<file path="src/rtl/fskDemodPkg.sv">
package fskDemodPkg;
  // strobes from control to datapath
  typedef struct packed {
    logic clear;    // hold all measurement state at its idle value
    logic advance;  // consume the current sample
  } ctlStrobes_t;
endpackage

</file>
<file path="src/rtl/fskDemodPath.sv">
module fskDemodPath
  import fskDemodPkg::*;
#(
  parameter int SAMPLE_W        = 12,
  parameter int SAMPLES_PER_BIT = 48,
  parameter int LONG_HALF       = 18,
  parameter int MAJ_LEN         = 3
) (
  input  logic                       clk,
  input  logic                       rst,
  input  ctlStrobes_t                strobe,
  input  logic signed [SAMPLE_W-1:0] sampleIn,
  output logic                       winDone,
  output logic [SAMPLE_W-1:0]        winPeak,
  output logic                       toneLive,
  output logic                       toneBit
);
  localparam int CNT_W = $clog2(SAMPLES_PER_BIT + 1);
  localparam int ONES_W = $clog2(MAJ_LEN + 1);
  localparam logic [CNT_W-1:0] STALE = CNT_W'(SAMPLES_PER_BIT);
  localparam logic [CNT_W-1:0] LAST  = CNT_W'(SAMPLES_PER_BIT - 1);
  localparam logic [CNT_W:0]   LONG  = (CNT_W + 1)'(LONG_HALF);

  logic                prevSign;
  logic [CNT_W-1:0]    gapCnt;
  logic [CNT_W-1:0]    winCnt;
  logic [SAMPLE_W-1:0] runMax;
  logic [MAJ_LEN-1:0]  hist;

  logic [SAMPLE_W-1:0] mag;
  logic [SAMPLE_W-1:0] peakNow;
  logic                crossing;
  logic                intervalLong;
  logic [ONES_W-1:0]   ones;
  logic                majBit;

  always_comb begin
    mag          = sampleIn[SAMPLE_W-1] ? $unsigned(-sampleIn) : $unsigned(sampleIn);
    peakNow      = (mag > runMax) ? mag : runMax;
    crossing     = sampleIn[SAMPLE_W-1] != prevSign;
    intervalLong = ({1'b0, gapCnt} + 1'b1) >= LONG;
    ones = '0;
    for (int i = 0; i < MAJ_LEN; i++) ones = ones + ONES_W'(hist[i]);
    majBit   = ones > ONES_W'(MAJ_LEN / 2);
    toneLive = gapCnt < STALE;
  end

  always_ff @(posedge clk) begin
    if (rst || strobe.clear) begin
      prevSign <= 1'b0;
      gapCnt   <= STALE;
      winCnt   <= '0;
      runMax   <= '0;
      hist     <= '1;
      winDone  <= 1'b0;
      winPeak  <= '0;
      toneBit  <= 1'b1;
    end else begin
      winDone <= 1'b0;
      toneBit <= majBit;
      if (strobe.advance) begin
        prevSign <= sampleIn[SAMPLE_W-1];
        if (crossing) begin
          hist   <= {hist[MAJ_LEN-2:0], intervalLong};
          gapCnt <= '0;
        end else if (gapCnt < STALE) begin
          gapCnt <= gapCnt + 1'b1;
        end
        if (winCnt == LAST) begin
          winCnt  <= '0;
          winDone <= 1'b1;
          winPeak <= peakNow;
          runMax  <= '0;
        end else begin
          winCnt <= winCnt + 1'b1;
          runMax <= peakNow;
        end
      end
    end
  end
endmodule

</file>
<file path="src/rtl/fskDemodCtrl.sv">
module fskDemodCtrl
  import fskDemodPkg::*;
#(
  parameter int SAMPLE_W  = 12,
  parameter int LO_TH     = 400,
  parameter int HI_TH     = 520,
  parameter int ON_BITS   = 3,
  parameter int OFF_BITS  = 3,
  parameter int TURN_BITS = 4
) (
  input  logic                clk,
  input  logic                rst,
  input  logic                reqSend,
  input  logic                fullDuplex,
  input  logic                sampleEn,
  input  logic                winDone,
  input  logic [SAMPLE_W-1:0] winPeak,
  input  logic                toneLive,
  input  logic                toneBit,
  output ctlStrobes_t         strobe,
  output logic                carrierOk,
  output logic                rxBit
);
  localparam int ON_W   = $clog2(ON_BITS + 1);
  localparam int OFF_W  = $clog2(OFF_BITS + 1);
  localparam int TURN_W = $clog2(TURN_BITS + 1);
  localparam logic [SAMPLE_W-1:0] HI_LVL = SAMPLE_W'(HI_TH);
  localparam logic [SAMPLE_W-1:0] LO_LVL = SAMPLE_W'(LO_TH);

  logic              enable;
  logic [TURN_W-1:0] settleCnt, settleNext;
  logic [ON_W-1:0]   onCnt, onNext;
  logic [OFF_W-1:0]  offCnt, offNext;
  logic              cdNext;

  always_comb begin
    enable         = reqSend | fullDuplex;
    strobe.clear   = ~enable;
    strobe.advance = enable & sampleEn;
    settleNext = settleCnt;
    onNext     = onCnt;
    offNext    = offCnt;
    cdNext     = carrierOk;
    if (!enable) begin
      settleNext = '0;
      onNext     = '0;
      offNext    = '0;
      cdNext     = 1'b0;
    end else if (winDone) begin
      if (settleCnt < TURN_W'(TURN_BITS)) begin
        settleNext = settleCnt + 1'b1;
      end else if (!carrierOk) begin
        if (winPeak >= HI_LVL && toneLive) begin
          if (onCnt == ON_W'(ON_BITS - 1)) begin
            cdNext = 1'b1;
            onNext = '0;
          end else begin
            onNext = onCnt + 1'b1;
          end
        end else begin
          onNext = '0;
        end
      end else begin
        if (winPeak < LO_LVL) begin
          if (offCnt == OFF_W'(OFF_BITS - 1)) begin
            cdNext  = 1'b0;
            offNext = '0;
          end else begin
            offNext = offCnt + 1'b1;
          end
        end else begin
          offNext = '0;
        end
      end
    end
  end

  always_ff @(posedge clk) begin
    if (rst) begin
      settleCnt <= '0;
      onCnt     <= '0;
      offCnt    <= '0;
      carrierOk <= 1'b0;
      rxBit     <= 1'b1;
    end else begin
      settleCnt <= settleNext;
      onCnt     <= onNext;
      offCnt    <= offNext;
      carrierOk <= cdNext;
      rxBit     <= cdNext ? toneBit : 1'b1;
    end
  end
endmodule

</file>
<file path="src/rtl/fskCarrierDemod.sv">
module fskCarrierDemod
  import fskDemodPkg::*;
#(
  parameter int SAMPLE_W        = 12,
  parameter int SAMPLES_PER_BIT = 48,
  parameter int LONG_HALF       = 18,
  parameter int MAJ_LEN         = 3,
  parameter int LO_TH           = 400,
  parameter int HI_TH           = 520,
  parameter int ON_BITS         = 3,
  parameter int OFF_BITS        = 3,
  parameter int TURN_BITS       = 4
) (
  input  logic                       clk,
  input  logic                       rst,
  input  logic                       sampleEn,
  input  logic signed [SAMPLE_W-1:0] sampleIn,
  input  logic                       reqSend,
  input  logic                       fullDuplex,
  output logic                       carrierOk,
  output logic                       rxBit
);
  ctlStrobes_t         strobe;
  logic                winDone;
  logic [SAMPLE_W-1:0] winPeak;
  logic                toneLive;
  logic                toneBit;

  fskDemodPath #(
    .SAMPLE_W(SAMPLE_W), .SAMPLES_PER_BIT(SAMPLES_PER_BIT),
    .LONG_HALF(LONG_HALF), .MAJ_LEN(MAJ_LEN)
  ) i_path (
    .clk(clk), .rst(rst), .strobe(strobe), .sampleIn(sampleIn),
    .winDone(winDone), .winPeak(winPeak), .toneLive(toneLive), .toneBit(toneBit)
  );

  fskDemodCtrl #(
    .SAMPLE_W(SAMPLE_W), .LO_TH(LO_TH), .HI_TH(HI_TH),
    .ON_BITS(ON_BITS), .OFF_BITS(OFF_BITS), .TURN_BITS(TURN_BITS)
  ) i_ctrl (
    .clk(clk), .rst(rst), .reqSend(reqSend), .fullDuplex(fullDuplex),
    .sampleEn(sampleEn), .winDone(winDone), .winPeak(winPeak),
    .toneLive(toneLive), .toneBit(toneBit), .strobe(strobe),
    .carrierOk(carrierOk), .rxBit(rxBit)
  );
endmodule

</file>
<file path="config.mk">
export PLATFORM = sky130hd
export DESIGN_NAME = fskCarrierDemod
export DESIGN_NICKNAME = d
export VERILOG_FILES = /design/src/rtl/fskDemodPkg.sv /design/src/rtl/fskDemodPath.sv /design/src/rtl/fskDemodCtrl.sv /design/src/rtl/fskCarrierDemod.sv
export SDC_FILE = /design/constraint.sdc
export NUM_CORES = 1
export LEC_CHECK = 0
export BUFFER_PORTS_ARGS = -buffer_cell sky130_fd_sc_hd__buf_4
export CAP_MARGIN = 20
export CORE_MARGIN = 8
export CORE_UTILIZATION = 40
export CTS_BUF_LIST = sky130_fd_sc_hd__clkbuf_2
export DETAILED_ROUTE_END_ITERATION = 10
export GPL_TIMING_DRIVEN = 0
export PLACE_DENSITY = 0.55
export REMOVE_ABC_BUFFERS = 1
export SETUP_SLACK_MARGIN = 0.2
export SYNTH_ARGS = -nofsm -noshare
export SYNTH_HDL_FRONTEND = slang
export SYNTH_SLANG_ARGS = --single-unit
</file>
<file path="constraint.sdc">
create_clock -name clk -period 7.5 [get_ports clk]
set_input_delay 1.875 -clock clk [delete_from_list [all_inputs] [get_ports clk]]
set_output_delay 1.875 -clock clk [all_outputs]
set_load 0.005 [all_outputs]
</file>
==> results_dict.tcl, run 1 <==
set metrics [dict create \
    min_from "i_path.toneBit$_SDFF_PP1_" \
    p_sw_share_pct 29.3 \
    gr-usage-all-layers_pct 11.3 \
    synth_ff_type "dfxtp_1" \
    clock_path_buffers 2 \
    cts_made_buffers 5 \
    die-area_sq_mm 0.00948 \
    synth_cell_types 48 \
    pwr-share-clk_pct 27.8 \
    powerDensity_mw_per_mm2 177 \
    critPathLaunchType "primary input" \
    outcome "completed" \
    reg2reg_from "i_path.runMax[11]$_SDFFE_PP0P_" \
    combPwrFrac_pct 20.1 \
    syn2layout_area_growth_pct 9.45 \
    worstMarginPinSlew_ns 1.01 \
    routabilityCongestion 0.743 \
    fin_crit_sh_pct 75.1 \
    final-hold-violation-count 0 \
    crit_type "primary input to flop" \
    crit_fanout 12 \
    drv_cap 0 \
    die_y_um 97.4 \
    netlist_area_sq_mm 0.00265 \
    clockRootBuffer "clkbuf_2" \
    final_common_cell "dfxtp_1" \
    synth-edff-count 0 \
    relSlewSlack_pct 31.7 \
    switchingPower_uw 150 \
    yosysWarningCount 0 \
    hold_buffers 0 \
    start_util_pct 41.5 \
    r2r_end "i_path.runMax[0]$_SDFFE_PP0P_" \
    synth_cells 303 \
    slew_viol_final 0 \
    die_x_um 97.4 \
    grt_overflow 0 \
    grt_max_degree 31 \
    rsz0062_at_grt "no" \
    min_path_type "flop to flop" \
    ir_drop_v 0.000106 \
    dr.pass1.iters 4 \
    reg2reg_depth 9 \
    drt_iter0_drc 51 \
    place_inst 388 \
    clock_sinks 48 \
    crit_arrival_ns 5.98 \
    dpl.hpwl_um 3870 \
    cts_tree "built" \
    hold_end "i_ctrl.rxBit$_SDFF_PP1_" \
    rows 29 \
    cts-resized-gates 0 \
    fmax_ghz 0.177 \
    drtAntennaViolNets 0 \
    ys_seq_area_share_pct 36.3 \
    fin_setup_tns_ns 0 \
    setup_viol 0 \
    grt_pass1_vias 1991 \
    ys_seq_elements 48 \
    leakagePower_uw 0.00114 \
    p_int_uw 363 \
    whs_ns 0.455 \
    n_antenna_cell 0 \
    fin_crit_ns 5.64 \
    fin_cells 396 \
    avgViaCountPerCell 5.29 \
    post_cts_buffers 0 \
    layout_common_cells "dfxtp_1 (48), inv_1 (28), nand2_1 (27), nor2_1 (25), o21ai_0 (20)" \
    reg2reg_slack_ns 4.25 \
    port_buffers 18 \
    dr_total_vias 2095 \
    drcViolationCount 0 \
    power_frac_seq_pct 52.0 \
    io_pins 19 \
    finalClockSkew_ns 0.00720 \
    post-place-ws_ns 1.36 \
    drive_gt1_share_pct 13.5 \
    antenna_found_initial 0 \
    path_clk_slew_ns 0.25 \
    insertion_delay_ns 0.42 \
    drt_wl_total_um 5120 \
    syn_area_per_cell_sq_um 8.74 \
    crit_required_ns 7.85 \
    grt_pass1_wl_um 9270 \
    drt-wirelength-per-cell_um 12.9 \
    final_nets 353 \
    async_reset_ff_share_pct 0 \
    end_kind "flop" \
    htreeDepth 2 \
    setup_slack_ns 1.86 \
    hold_depth 1 \
    core-area_sq_mm 0.00639 \
]
-- through the flow --
step           utilization (%)  area, sq um  power [uW]
3_5_place_dp              44.3         2830         376
5_1_grt                   45.4         2900         546
3_3_place_gp              44.1         2820         373
4_1_cts                   45.4         2900         521
6_report                  45.4         2900         514
2_1_floorplan                -         2590         345
-- per-layer routing --
metal	global-route usage, %	vias up	share of wire, %
met2	17.9	30	46
met1	14.9	961	51
met3	1.99	5	2.4
li1	-	1099	-
met4	4.20	0	1.3
met5	0	-	0
-- flip-flops by register name, indices dropped and copies added (netlist names) --
| signal | flops |
|---|---|
| i_ctrl.onCnt | 2 |
| i_path.winCnt | 6 |
| i_path.hist | 3 |
| i_path.toneBit | 1 |
| i_ctrl.rxBit | 1 |
| i_path.winPeak | 9 |
| i_ctrl.offCnt | 2 |
| i_ctrl.carrierOk | 1 |
| i_ctrl.settleCnt | 3 |
| i_path.gapCnt | 6 |
| i_path.winDone | 1 |
| i_path.runMax | 12 |
| i_path.prevSign | 1 |
-- cell type report --
class,count,area [sq um]
Clock inverter,3,42.5
Sequential cell,48,961
Fill cell,646,3490
Clock buffer,5,25.0
Multi-Input combinational cell,216,1520
Tap cell,77,96.3
Inverter,28,105
Timing Repair Buffer,19,146
-- worst max-delay path: stages --
cell	delay (ns)
buf_4	0.12
or3_1	0.38
or3_1	0.41
nor4b_1	0.55
ha_1	0.25
nand4_1	0.13
nor3_1	0.34
a221oi_2	0.13
a21boi_1	0.53
buf_6	0.23
nand4_1	0.64
o22ai_1	0.40
-- worst max path at each step --
stage                      startpoint                             to
after floorplan           sampleIn[4]  i_path.runMax[0]$_SDFFE_PP0P_
after CTS                 sampleIn[4]  i_path.runMax[0]$_SDFFE_PP0P_
after global routing      sampleIn[4]  i_path.runMax[0]$_SDFFE_PP0P_
after detailed placement  sampleIn[4]  i_path.runMax[0]$_SDFFE_PP0P_
after global placement    sampleIn[4]  i_path.runMax[0]$_SDFFE_PP0P_
final                     sampleIn[4]  i_path.runMax[0]$_SDFFE_PP0P_
-- Yosys cell counts (all sizes together), types with 6 or more instances --
cell     n  area (sq um)
clkbuf   6          22.5
mux2i    9          90.1
ha      18           225
inv     28           105
xnor2   14           123
nand2   27           101
or3      8          50.1
o21ai   21           105
dfxtp   48           961
nand3   14          70.1
nor2    25          93.8
o32ai   11           164
a21oi   18          90.1
-- power groups by stage --
stage          combinational, uW  clock (uW)  sequential (uW)
3_5_place_dp                 104           0              272
4_1_cts                      105         149              267
5_1_grt                      119         159              268
2_1_floorplan               74.3           0              271
6_report                     103         143              267
3_3_place_gp                 101           0              272
-- logic make-up (layout without fill, tap and decap cells) --
group,count (synthesis),after routing,share of synthesized area (%)
AOI/OAI and AO/OA,69,69,20.1
and+or+nand+nor,101,101,19.2
xor gates and xnor gates,19,19,6.29
buffers and inverters,39,55,6.24
adders and majority gates,18,18,8.51
muxes,9,9,3.40
DFF,48,48,36.3
(Power assumes the default switching activity.)
==> run 2: changes to the inputs <==
Settings changed: PLACE_DENSITY 0.55 to 0.57.
Clock period 7.5 ns to 4.75 ns, I/O delays scaled along.
==> run 2 against run 1 <==
Against the previous run: sequential share of layout area down 0.44 points; total power up 58%; count of clock-buffer cells in the layout up 1; final area up 1.3%; hold slack better by 0.0031 ns; via count down 0.91%; setup slack worse by 1.4 ns; routed wire length up 1.6%; flip-flop and latch count unchanged; first-iteration DRC count up 69%.
==> results_dict.tcl, run 2 (same netlist as run 1, synthesis figures left out) <==
set metrics [dict create \
    drv_cap 0 \
    gr-usage-all-layers_pct 11.2 \
    min_path_type "flop to flop" \
    switchingPower_uw 232 \
    avgViaCountPerCell 5.20 \
    p_sw_share_pct 28.6 \
    reg2reg_from "i_path.runMax[11]$_SDFFE_PP0P_" \
    crit_fanout 7 \
    path_clk_slew_ns 0.25 \
    dpl.hpwl_um 3820 \
    critPathSlowestCell "a21boi_1" \
    cpPeakStageDelay_ns 0.53 \
    min_from "i_path.toneBit$_SDFF_PP1_" \
    crit_arrival_ns 4.65 \
    start_util_pct 41.5 \
    cts_tree "built" \
    reg2reg_slack_ns 2.09 \
    drt-wirelength-per-cell_um 13.0 \
    path_buf_inv 3 \
    syn2layout_area_growth_pct 10.9 \
    combPwrFrac_pct 20.8 \
    largest-register "i_path.runMax" \
    slew_viol_final 0 \
    rsz0062_at_grt "no" \
    fin_crit_sh_pct 90.5 \
    port_buffers 18 \
    clock_path_buffers 2 \
    die_y_um 97.4 \
    grt_pass1_wl_um 9060 \
    fin_crit_ns 4.30 \
    clock_sinks 48 \
    die_x_um 97.4 \
    critPathTopFamily "simple AND/OR/NAND/NOR gates" \
    leakagePower_uw 0.00116 \
    p_int_uw 580 \
    core-area_sq_mm 0.00639 \
    crit_type "primary input to flop" \
    final-hold-violation-count 0 \
    insertion_delay_ns 0.41 \
    grt_max_degree 31 \
    grt_pass1_vias 2024 \
    grt_overflow 0 \
    relSlewSlack_pct 25.7 \
    drcViolationCount 0 \
    final_nets 356 \
    placed_cell_area_sq_mm 0.00283 \
    rows 29 \
    crit_required_ns 5.10 \
    routabilityCongestion 0.734 \
    finalClockSkew_ns 0.0250 \
    cp_cell_sequence "buf_4 > or3_1 > or3_1 > o31ai_1 > xnor2_1 > ha_1 > nand4_1 > nor3_1 > a221oi_2 > a21boi_1 > nand4_1 > buf_4 > buf_12 > o32ai_2" \
    final_common_cell "dfxtp_1" \
    setup_viol 0 \
    io_pins 19 \
    fin_setup_tns_ns 0 \
    drive_gt1_share_pct 14.6 \
    ir_drop_v 0.000114 \
    drt_iter0_drc 86 \
    die-area_sq_mm 0.00948 \
    dr.pass1.iters 4 \
    cts_made_buffers 5 \
    drtAntennaViolNets 0 \
    largest_reg_flops 12 \
    dr_total_vias 2076 \
    pwr-share-clk_pct 27.2 \
    critPathLaunchType "primary input" \
    end_kind "flop" \
    clockRootBuffer "clkbuf_2" \
    worstMarginPinSlew_ns 1.10 \
    layout_common_cells "dfxtp_1 (48), inv_1 (28), nand2_1 (27), nor2_1 (25)" \
    outcome "completed" \
    htreeDepth 2 \
    hold_buffers 0 \
    drt_wl_total_um 5200 \
    antenna_found_initial 0 \
    reg_top3 "i_path.runMax: 12 flops, i_path.winPeak: 9 flops" \
    stdcell_area_sq_mm 0.00294 \
    fmax_ghz 0.233 \
    n_antenna_cell 0 \
    powerDensity_mw_per_mm2 276 \
    startpoint "sampleIn[4]" \
    power_frac_seq_pct 52.0 \
]
-- run 2: cell types whose count changed in the layout (fill, tap and decap cells not counted), sizes merged --
| cell | before | now |
|---|---|---|
| clkinvlp | 1 | 0 |
| buf | 19 | 22 |
| clkbuf | 5 | 6 |
-- run 2: metal layers --
metal / GRT usage, % / up-vias / share of wire, %
met2: 18.2 / 27 / 45
met4: 4.20 / 0 / 1.6
met5: 0 / - / 0
li1: - / 1107 / -
met3: 2.35 / 6 / 2.3
met1: 14.1 / 936 / 51
-- run 2: repair_timing --
item,in CTS,in global routing
setup endpoints to repair,12,6
gates resized for setup,0,1
pin swaps,1,0
setup buffers,3,0
-- run 2: layout make-up --
cell class              count  area, sq um
fillers                   655         3450
multi-input cells         216         1530
flip-flops and latches     48          961
repair buffers             22          181
inverters                  28          105
well taps                  77         96.3
clock inverters             2         35.0
clock buffers               6         30.0
-- run 2: final timing paths --
kind | endpoint | cells past startpoint
worst min-delay path | i_ctrl.rxBit$_SDFF_PP1_ | 1
worst max-delay path | i_path.runMax[9]$_SDFFE_PP0P_ | 14
worst max register to register | i_path.runMax[9]$_SDFFE_PP0P_ | 10
worst min register to register | i_ctrl.rxBit$_SDFF_PP1_ | 1
-- run 2: through the flow --
stage / instances / total power, uW / setup slack, ns / hold slack (ns) / utilization, %
after global routing: 399 / 855 / 0.289 / 0.472 / 46.0
final: 399 / 812 / 0.450 / 0.458 / 46.0
after global placement: 387 / 588 / -1.13 / 0.428 / 44.1
after CTS: 399 / 821 / 0.478 / 0.471 / 45.9
after floorplan: 292 / 545 / -0.0721 / 0.391 / -
after detailed placement: 388 / 594 / -0.514 / 0.420 / 44.3
-- run 2: power by group through the flow --
stage | registers [uW] | logic, uW | clock network (uW)
floorplan | 428 | 117 | 0
global placement | 429 | 159 | 0
detailed placement | 429 | 164 | 0
CTS | 422 | 170 | 230
global route | 424 | 192 | 240
finish | 422 | 169 | 221
-- run 2: worst reg2reg max path, stage by stage, from the launching register on --
cell	delay [ns]
dfxtp_1	0.39
inv_1	0.06
ha_1	0.32
nand4_1	0.13
nor3_1	0.36
a221oi_2	0.13
a21boi_1	0.53
nand4_1	0.18
buf_4	0.23
buf_12	0.14
o32ai_2	0.12
==> run 3: changes to the inputs <==
Settings changed: ABC_AREA set to 1, CORE_UTILIZATION 40 to 57, PLACE_DENSITY 0.57 to 0.77.
==> run 3 against run 2 <==
Against the previous run: sequential share of layout area decreased by 1.6 points; combinational power increased by 21%; largest power group unchanged; via count increased by 26%; sequential power increased by 2%; non-clock buffer count decreased by 4; critical path depth increased by 3; total power decreased by 0.65%; largest cell class unchanged; critical path type unchanged.
==> results_dict.tcl, run 3 <==
set metrics [dict create \
    grt_overflow 0 \
    n_antenna_cell 0 \
    cp_cell_sequence "buf_4 > inv_1 > ha_1 > inv_1 > nor2_1 > nand3_1 > nand2_1 > xor2_1 > inv_1 > ha_1 > nand2_1 > nor2_1 > nand3_1 > nand2_2 > nand2_1 > nand3_1 > a21oi_1" \
    drv_cap 0 \
    synth-edff-count 0 \
    async_reset_ff_share_pct 0 \
    htreeDepth 2 \
    die_x_um 87.2 \
    critPathTopFamily "simple AND/OR/NAND/NOR gates" \
    crit_arrival_ns 4.00 \
    clockRootBuffer "clkbuf_2" \
    synth_most_common_cell "nand2_1" \
    min_path_type "flop to flop" \
    setup_viol 0 \
    antenna_found_initial 0 \
    crit_type "primary input to flop" \
    yosysTopAreaCell "dfxtp_1" \
    fmax_ghz 0.271 \
    ys_seq_elements 48 \
    powerDensity_mw_per_mm2 262 \
    final_util_pct 61.5 \
    critPathLaunchType "primary input" \
    worstMarginPinSlew_ns 0.958 \
    rsz0062_at_grt "no" \
    synth_ff_type "dfxtp_1" \
    crit_required_ns 5.07 \
    relSlewSlack_pct 35.9 \
    gr-usage-all-layers_pct 17.5 \
    cts-resized-gates 0 \
    io_pins 19 \
    port_buffers 18 \
    start_util_pct 57.6 \
    cts_tree "built" \
    routabilityCongestion 0.866 \
    core-area_sq_mm 0.00501 \
    post_cts_buffers 0 \
    dpl.hpwl_um 4610 \
    final_nets 464 \
    stdcell_area_sq_mm 0.00308 \
    dr_total_vias 2621 \
    final_common_cell "nand2_1" \
    critPathSlowestCell "nand3_1" \
    insertion_delay_ns 0.43 \
    dr.pass1.iters 4 \
    netlist_area_sq_mm 0.00289 \
    path_buf_inv 4 \
    leakagePower_uw 0.00144 \
    drt_wl_total_um 5990 \
    synth_cell_types 40 \
    fin_crit_ns 3.68 \
    total_power_uw 806 \
    finalClockSkew_ns 0.0231 \
    drtAntennaViolNets 0 \
    cts_made_buffers 5 \
    largest-register "i_path.runMax" \
    reg_top3 "i_path.runMax: 12 flops, i_path.winPeak: 9 flops" \
    grt_pass1_wl_um 11000 \
    synthTopCellsByCount "nand2_1 (100), inv_1 (57), dfxtp_1 (48)" \
    largest_reg_flops 12 \
    grt_pass1_vias 2617 \
    slew_viol_final 0 \
    synth_top_area_share_pct 33.3 \
    outcome "completed" \
    ys_top_cells_by_area "dfxtp_1 (33%), nand2_1 (13%), ha_1 (7.8%)" \
    placed_cell_area_sq_mm 0.00304 \
    drt-wirelength-per-cell_um 12.0 \
    clock_path_buffers 2 \
    cpPeakStageDelay_ns 0.41 \
    final-hold-violation-count 0 \
    clock_sinks 48 \
    rows 26 \
    die-area_sq_mm 0.00760 \
    hold_buffers 0 \
    drt_iter0_drc 133 \
    drcViolationCount 0 \
    crit_fanout 12 \
    die_y_um 87.2 \
    syn2layout_area_growth_pct 6.76 \
    grt_max_degree 24 \
    end_kind "flop" \
    avgViaCountPerCell 5.24 \
    synth_cells 416 \
    syn_area_per_cell_sq_um 6.94 \
    fin_setup_tns_ns 0 \
    fin_crit_sh_pct 77.6 \
    drive_gt1_share_pct 10.7 \
    ys_seq_area_share_pct 33.3 \
    ir_drop_v 0.000141 \
    layout_common_cells "nand2_1 (100), inv_1 (57), dfxtp_1 (48), nand3_1 (37), a21oi_1 (31)" \
    path_clk_slew_ns 0.25 \
    yosysWarningCount 0 \
]
## run 3: cell count changes after synthesis, sizes merged, moves of 10 or more
cell   before  now
a21oi      18   31
inv        28   63
nand2      27  102
nand3      14   42
nor2       25   35
o32ai      11    0
xnor2      14    2
## run 3: final cells by class
type	count	area, sq um
clock buffer	5	25.0
inverter	64	243
sequential	48	961
multi-input combinational	292	1610
timing repair buffer	18	135
clock inverter	3	17.5
tap	70	87.6
fill	498	1930
## run 3: per-layer routing
metal / share of wire, % / global-route usage [%] / wire [um]
met5: 0 / 0 / 0
met2: 47 / 31.5 / 2830
met1: 47 / 20.5 / 2820
met4: 1.4 / 5.00 / 84
met3: 4.3 / 2.92 / 260
## run 3: through the flow
stage               cells  hold slack [ns]  setup slack (ns)
global placement      492            0.417             0.733
floorplan             404            0.391              1.39
detailed placement    492            0.402             0.648
CTS                   500            0.468              1.13
finish                500            0.465              1.07
global route          500            0.493             0.848
## run 3: path summary, 6_finish.rpt
| check | startpoint | end | slack [ns] | cells past startpoint |
|---|---|---|---|---|
| max | sampleIn[0] | i_path.runMax[7]$_SDFFE_PP0P_ | 1.07 | 17 |
| min | i_path.toneBit$_SDFF_PP1_ | i_ctrl.rxBit$_SDFF_PP1_ | 0.46 | 1 |
| max reg2reg | i_path.runMax[6]$_SDFFE_PP0P_ | i_path.runMax[7]$_SDFFE_PP0P_ | 2.56 | 9 |
| min reg2reg | i_path.toneBit$_SDFF_PP1_ | i_ctrl.rxBit$_SDFF_PP1_ | 0.46 | 1 |
## run 3: kinds of logic (layout without fill, tap and decap cells)
| group | count (synthesis) | in the layout | synth area share [%] |
|---|---|---|---|
| compound gates | 62 | 62 | 12.1 |
| fa+ha+maj | 18 | 18 | 7.80 |
| buf+inv | 76 | 90 | 10.8 |
| simple gates | 204 | 204 | 33.3 |
| xor+xnor | 8 | 8 | 2.69 |
| flops | 48 | 48 | 33.3 |
## run 3: power by group
part           total [uW]  switching, uW  leakage (uW)  internal [uW]
clock network         171            135     0.0000308           36.0
logic                 205            133       0.00102           72.0
registers             430           10.9      0.000390            419
total                 806            279       0.00144            527
